$ cat config.mk
export PLATFORM = sky130hd
export DESIGN_NAME = vid_mode_timer
export DESIGN_NICKNAME = d
export VERILOG_FILES = /design/src/rtl/vmt_pkg.sv /design/src/rtl/vmt_rst_sync.sv /design/src/rtl/vmt_mode_reg.sv /design/src/rtl/vmt_char_pacer.sv /design/src/rtl/vmt_axis.sv /design/src/rtl/vid_mode_timer.sv
export SDC_FILE = /design/constraint.sdc
export NUM_CORES = 1
export LEC_CHECK = 0
export ABC_CLOCK_PERIOD_IN_PS = 3600
export BUFFER_PORTS_ARGS = -buffer_cell sky130_fd_sc_hd__buf_4
export CORE_UTILIZATION = 30
export DETAILED_ROUTE_END_ITERATION = 6
export PLACE_DENSITY = 0.61
export SYNTH_ARGS = -nofsm -noshare
export SYNTH_HDL_FRONTEND = slang
export SYNTH_SLANG_ARGS = --single-unit
export TNS_END_PERCENT = 20
$ cat constraint.sdc
create_clock -name clk -period 3.6 [get_ports clk]
set_clock_uncertainty 0.1 [all_clocks]
set_input_delay 0.54 -clock clk [delete_from_list [all_inputs] [get_ports clk]]
set_output_delay 0.54 -clock clk [all_outputs]
set_load 0.05 [all_outputs]
$ cat src/rtl/vmt_pkg.sv
package vmt_pkg;

  typedef struct packed {
    logic dbl;   // doubled glyph width, columns halved
    logic wide;  // 80-column family on the high-rate reference
  } vmt_mode_t;

  localparam vmt_mode_t VMT_MODE_RESET = '{dbl: 1'b0, wide: 1'b0};

endpackage

$ cat src/rtl/vmt_rst_sync.sv
module vmt_rst_sync (
  input  logic clk,
  input  logic rst_n,
  output logic rst_n_sync
);

  logic stage_q;

  always_ff @(posedge clk or negedge rst_n) begin
    if (!rst_n) begin
      stage_q    <= 1'b0;
      rst_n_sync <= 1'b0;
    end else begin
      stage_q    <= 1'b1;
      rst_n_sync <= stage_q;
    end
  end

endmodule

$ cat src/rtl/vmt_mode_reg.sv
module vmt_mode_reg
  import vmt_pkg::*;
#(
  parameter int COLS_NARROW = 64,
  parameter int COLS_WIDE   = 80,
  parameter int ROWS_NARROW = 16,
  parameter int ROWS_WIDE   = 24,
  parameter int COL_W       = 7,
  parameter int ROW_W       = 5
) (
  input  logic             clk,
  input  logic             rst_n,
  input  logic             dbl_in,
  input  logic             wide_in,
  input  logic             load,
  output vmt_mode_t        mode_q,
  output logic [COL_W-1:0] active_cols,
  output logic [ROW_W-1:0] active_rows
);

  localparam logic [COL_W-1:0] C_NARROW      = COL_W'(COLS_NARROW);
  localparam logic [COL_W-1:0] C_WIDE        = COL_W'(COLS_WIDE);
  localparam logic [COL_W-1:0] C_NARROW_HALF = COL_W'(COLS_NARROW / 2);
  localparam logic [COL_W-1:0] C_WIDE_HALF   = COL_W'(COLS_WIDE / 2);
  localparam logic [ROW_W-1:0] R_NARROW      = ROW_W'(ROWS_NARROW);
  localparam logic [ROW_W-1:0] R_WIDE        = ROW_W'(ROWS_WIDE);

  vmt_mode_t mode_d;

  always_comb begin
    mode_d = mode_q;
    if (load) begin
      mode_d.dbl  = dbl_in;
      mode_d.wide = wide_in;
    end
  end

  always_ff @(posedge clk or negedge rst_n) begin
    if (!rst_n) mode_q <= VMT_MODE_RESET;
    else        mode_q <= mode_d;
  end

  always_comb begin
    unique case ({mode_q.dbl, mode_q.wide})
      2'b00:   active_cols = C_NARROW;
      2'b10:   active_cols = C_NARROW_HALF;
      2'b01:   active_cols = C_WIDE;
      default: active_cols = C_WIDE_HALF;
    endcase
    active_rows = mode_q.wide ? R_WIDE : R_NARROW;
  end

endmodule

$ cat src/rtl/vmt_char_pacer.sv
module vmt_char_pacer #(
  parameter int DOT_W         = 4,
  parameter int DOTS_PER_CHAR = 8
) (
  input  logic clk,
  input  logic rst_n,
  input  logic dot_tick,
  input  logic dbl,
  input  logic frame_end,
  output logic char_en
);

  localparam logic [DOT_W-1:0] DOT_LAST = DOT_W'(DOTS_PER_CHAR - 1);

  logic [DOT_W-1:0] dot_q, dot_d;
  logic             phase_q, phase_d;
  logic             period_done;

  always_comb begin
    period_done = dot_tick && (dot_q == DOT_LAST);
    dot_d       = dot_q;
    if (dot_tick) dot_d = period_done ? '0 : dot_q + 1'b1;
    phase_d = phase_q;
    if (frame_end)        phase_d = 1'b0;
    else if (period_done) phase_d = ~phase_q;
    char_en = period_done && (!dbl || phase_q);
  end

  always_ff @(posedge clk or negedge rst_n) begin
    if (!rst_n) begin
      dot_q   <= '0;
      phase_q <= 1'b0;
    end else begin
      dot_q   <= dot_d;
      phase_q <= phase_d;
    end
  end

endmodule

$ cat src/rtl/vmt_axis.sv
module vmt_axis #(
  parameter int W        = 7,
  parameter int BLANK    = 16,
  parameter int SYNC_OFS = 2,
  parameter int SYNC_LEN = 6
) (
  input  logic         clk,
  input  logic         rst_n,
  input  logic         step,
  input  logic [W-1:0] active,
  output logic [W-1:0] pos,
  output logic         last,
  output logic         sync
);

  logic [W-1:0] pos_d;
  logic [W:0]   span_end, sync_lo, sync_hi;

  always_comb begin
    span_end = {1'b0, active} + (W+1)'(BLANK) - 1'b1;
    sync_lo  = {1'b0, active} + (W+1)'(SYNC_OFS);
    sync_hi  = sync_lo + (W+1)'(SYNC_LEN);
    last     = ({1'b0, pos} == span_end);
    sync     = ({1'b0, pos} >= sync_lo) && ({1'b0, pos} < sync_hi);
    pos_d    = pos;
    if (step) pos_d = last ? '0 : pos + 1'b1;
  end

  always_ff @(posedge clk or negedge rst_n) begin
    if (!rst_n) pos <= '0;
    else        pos <= pos_d;
  end

endmodule

$ cat src/rtl/vid_mode_timer.sv
module vid_mode_timer #(
  parameter int COLS_NARROW   = 64,
  parameter int COLS_WIDE     = 80,
  parameter int ROWS_NARROW   = 16,
  parameter int ROWS_WIDE     = 24,
  parameter int DOT_W         = 4,
  parameter int DOTS_PER_CHAR = 8,
  parameter int HBLANK        = 16,
  parameter int VBLANK        = 8,
  parameter int HSYNC_OFS     = 2,
  parameter int HSYNC_LEN     = 6,
  parameter int VSYNC_OFS     = 1,
  parameter int VSYNC_LEN     = 2,
  localparam int COL_W = $clog2(COLS_WIDE + HBLANK),
  localparam int ROW_W = $clog2(ROWS_WIDE + VBLANK)
) (
  input  logic             clk,
  input  logic             rst_n,
  input  logic             ref_lo_tick,
  input  logic             ref_hi_tick,
  input  logic             dbl_width,
  input  logic             wide_mode,
  output logic             char_en,
  output logic [COL_W-1:0] col,
  output logic [ROW_W-1:0] row,
  output logic [COL_W-1:0] active_cols,
  output logic [ROW_W-1:0] active_rows,
  output logic             hsync,
  output logic             vsync
);

  import vmt_pkg::*;

  logic      rst_n_int;
  vmt_mode_t mode_q;
  logic      dot_tick, col_last, row_last, row_step, frame_end;

  vmt_rst_sync u_rst (
    .clk        (clk),
    .rst_n      (rst_n),
    .rst_n_sync (rst_n_int)
  );

  vmt_mode_reg #(
    .COLS_NARROW (COLS_NARROW),
    .COLS_WIDE   (COLS_WIDE),
    .ROWS_NARROW (ROWS_NARROW),
    .ROWS_WIDE   (ROWS_WIDE),
    .COL_W       (COL_W),
    .ROW_W       (ROW_W)
  ) u_mode (
    .clk         (clk),
    .rst_n       (rst_n_int),
    .dbl_in      (dbl_width),
    .wide_in     (wide_mode),
    .load        (frame_end),
    .mode_q      (mode_q),
    .active_cols (active_cols),
    .active_rows (active_rows)
  );

  always_comb begin
    dot_tick  = mode_q.wide ? ref_hi_tick : ref_lo_tick;
    row_step  = char_en && col_last;
    frame_end = row_step && row_last;
  end

  vmt_char_pacer #(
    .DOT_W         (DOT_W),
    .DOTS_PER_CHAR (DOTS_PER_CHAR)
  ) u_pacer (
    .clk       (clk),
    .rst_n     (rst_n_int),
    .dot_tick  (dot_tick),
    .dbl       (mode_q.dbl),
    .frame_end (frame_end),
    .char_en   (char_en)
  );

  vmt_axis #(
    .W        (COL_W),
    .BLANK    (HBLANK),
    .SYNC_OFS (HSYNC_OFS),
    .SYNC_LEN (HSYNC_LEN)
  ) u_h (
    .clk    (clk),
    .rst_n  (rst_n_int),
    .step   (char_en),
    .active (active_cols),
    .pos    (col),
    .last   (col_last),
    .sync   (hsync)
  );

  vmt_axis #(
    .W        (ROW_W),
    .BLANK    (VBLANK),
    .SYNC_OFS (VSYNC_OFS),
    .SYNC_LEN (VSYNC_LEN)
  ) u_v (
    .clk    (clk),
    .rst_n  (rst_n_int),
    .step   (row_step),
    .active (active_rows),
    .pos    (row),
    .last   (row_last),
    .sync   (vsync)
  );

endmodule

==> metrics.md <==
| Metric | Value |
|---|---|
| Setup WS post-layout | `a little under 0.8 ns` |
| Post-synthesis sequential area ratio | `39.92%` |
| Initial antenna violation count | `0` |
| Critical Path RT | `2.96 ns` |
| Post-CTS Setup Bufs | `0` |
| Placed cell area | `0.001520 mm2` |
| N_diodes | `0` |
| Synth area leader | `dfrtp_1` |
| GR peak layer | `met2` |
| # IOs | `33` |
| Area Overhead vs Synth | `19.68%` |
| Row count | `23` |
| Met3 Usage GRT | `between 3 and 4%` |
| Post-CTS Hold Buffers | `1` |
| Fin. Hold Viols | `0` |
| FF-to-FF setup slack | `between 1 and 1.5 ns` |
| Critical Path Slowest Stage Cell | `dfrtp_1` |
| Final Power | `0.0007320 W` |
| Vias per cell | `4.648` |
| GRT overflow | `0` |
| Post-DRT Antenna Nets | `0` |
| CTS tree | `built` |
| First-pass GRT wire length | `between 4 and 5 mm` |
| Fin crit period | `~2.8 ns` |
| M2 GR Usage | `between 10% and 20%` |
| Crit. Startpoint | `u_mode.mode_q[1]$_DFFE_PN0P_` |
| Worst setup SP type | `flop` |
| Final Cycle Share | `between 70% and 80%` |
| Clock latency on the worst-skew pair | `0.25 ns` |
| Max_cap viols | `0` |
| CP Data Arrival Time | `2.17 ns` |
| Avg Cell Area, Syn | `between 9 and 10 um2` |
| Gates resized, CTS repair | `0` |
| Die area | `0.004657 mm2` |
| Die width | `68.24 um` |
| Clock root cell | `clkbuf_8` |
| Status | `completed` |
| Critical path's largest stage delay | `roughly 0.49 ns` |
| Cell breakdown of the critical path | `nand2_1 -> ha_1 -> o21ai_0 -> a211oi_1 -> a211oi_1 -> a2111oi_2 -> buf_4` |
| DR WL/cell | `11.26 um` |
| Dpl ws | `1.035 ns` |
| H-tree depth | `1` |
| Critical Path Sink | `hsync` |
| Hold Path Class | `flop to async pin` |
| Core Box Area | `0.004115 mm2` |
| Family with the most delay on the worst path | `compound AO/OA/AOI/OAI gates` |
| Crit path buf inv count | `1` |
| PortBufs | `25` |
| Power Density | `464.7 mW/mm2` |
| WP depth | `7` |
| RR Startpoint | `u_mode.mode_q[1]$_DFFE_PN0P_` |
| Critical path class | `flop to output pin` |
| Syn Inst Count | `142` |
| Most frequent cells in the layout | `buf_4 (26), dfrtp_1 (21), nand2_1 (19)` |
| Fin. max-slew vios | `0` |
| TritonCTS buffer count | `3` |
| Gr usage total | `11.77%` |
| Largest net degree at the start of global routing | `20` |
| Area contributors post-synth | `dfrtp_1 (40%), ha_1 (13%), nand2_1 (5.4%), buf_4 (4.0%), xnor2_1 (3.3%)` |
| Min Hold Slack | `0.2114 ns` |
| Warnings, synthesis | `0` |
| Remaining DRCs | `0` |
| Setup_tns | `0 ns` |
| Max Fclk | `about 0.36 GHz` |
| Distinct cells, synth | `31` |
| Synth Cell Area | `between 0.001 and 0.0015 mm2` |
| Multi-input logic area | `695.7 um2` |
| Share of layout cells above drive strength 1 | `21.08%` |
| DRT iter0 DRCs | `25` |
| NumNets Final | `~190` |
| Longest Clk Path Bufs | `2` |
| Detailed placement HPWL | `1.947 mm` |
| Worst r2r path cells | `7` |
| Unrepaired setup endpoints after global routing | `no` |
| Die Y | `68.24 um` |
| Filler Cell Count | `415` |
| R2r endpoint | `u_mode.mode_q[0]$_DFFE_PN0P_` |
| Area share of the largest cell type after synthesis | `39.92%` |
| Seq. cell area | `525.5 um2` |
| Final setup fails | `0` |
| Worst-path clk slew | `0.07 ns` |
| Most common cell after layout, fill and taps aside | `buf_4` |
| 1st-pass router iterations | `4` |
| Crit Path Max Fanout | `9` |
| Slew at the pin with the worst max-slew slack | `0.7489 ns` |
| Drt total wl | `2.432 mm` |
| Yosys reg bits | `21` |
| Fin area | `roughly 0.0016 mm2` |
| Met1 track demand over resource | `16.92%` |
| CTS sink cnt | `21` |
| Leak pwr | `0.7623 nW` |
| RD Place Congestion | `0.8218` |
| Crit. End Element | `output pin` |
| Worst VDD drop | `348.4 uV` |
| Via Count | `1004` |
| Initial Utilization | `31.99%` |
| Crit-path most repeated cell | `a211oi_1` |
| Vias in the first global route | `between 900 and 1000` |
| Max-Slew Margin vs Limit | `50.07%` |
==> final cells by class <==
class | count | share of cell area, %
inverters | 11 | 2.621
repair buffers | 27 | 13.03
clock buffers | 4 | 2.859
multi-input cells | 103 | 44.16
well taps | 50 | 3.971
flip-flops and latches | 21 | 33.36
==> cells in the mapped netlist, drive strengths merged <==
cell type  number
or3             2
xnor2           5
nor2            8
o21ai           3
a2111oi         1
a211oi          2
or4             4
conb            2
nand4           2
nor4            3
xor2            2
dfrtp          21
buf             9
nand2          19
inv            11
nor2b           1
nand3b          1
o31ai           4
ha             14
a21oi           5
a21o            1
or2             1
nor3            2
nand3           7
nand2b          2
mux2i           3
clkbuf          4
mux2            3
==> flip-flops by register name, summed over array words and instances, names as in the netlist <==
name              count
u_h.pos               7
u_pacer.dot_q         4
u_rst.rst_n_sync      1
u_mode.mode_q         2
u_v.pos               5
u_rst.stage_q         1
u_pacer.phase_q       1
==> power by group <==
part           total, W  leakage (nW)  switching [W]  internal, W
Combinational  0.000250         0.484       0.000163    0.0000865
Sequential     0.000335         0.256      0.0000530     0.000282
Clock          0.000148        0.0228      0.0000690    0.0000786
Total          0.000732         0.762       0.000285     0.000447
==> per-layer routing <==
layer | wire length [um] | share of wire (%)
met5 | 0 | 0
met2 | 1011 | 42
met1 | 1233 | 51
met3 | 173 | 7.1
met4 | 13 | 0.53
==> kinds of logic (layout without fill, tap and decap cells) <==
logic type / after synthesis / count (layout) / synth area share [%]
flops: 21 / 21 / 39.92
simple gates: 52 / 52 / 19.58
xor+xnor: 7 / 7 / 4.658
mux: 6 / 6 / 4.848
buf+inv: 24 / 42 / 9.410
other cells: 2 / 8 / 0.5706
compound gates: 16 / 16 / 7.699
fa+ha+maj: 14 / 14 / 13.31
==> stage by stage <==
| stage | util (%) | instances |
|---|---|---|
| final | 38.28 | 216 |
| after global routing | 38.28 | 216 |
| after detailed placement | 36.94 | 211 |
| after CTS | 38.28 | 216 |
| after global placement | 36.94 | 211 |
| after floorplan | - | 148 |
==> how the worst min path moves through the flow <==
stage               depth (start not counted)                  startpoint                      endpoint  slack (ns)
global placement                            1                       rst_n       u_rst.stage_q$_DFF_PN0_        0.22
global route                                0     u_rst.stage_q$_DFF_PN0_    u_rst.rst_n_sync$_DFF_PN0_        0.26
CTS                                         0  u_rst.rst_n_sync$_DFF_PN0_  u_pacer.dot_q[3]$_DFFE_PN0P_        0.24
floorplan                                   0  u_rst.rst_n_sync$_DFF_PN0_        u_h.pos[0]$_DFFE_PN0N_        0.14
finish                                      0  u_rst.rst_n_sync$_DFF_PN0_  u_pacer.dot_q[3]$_DFFE_PN0P_        0.21
detailed placement                          1                       rst_n       u_rst.stage_q$_DFF_PN0_        0.22
(Power assumes the default switching activity.)
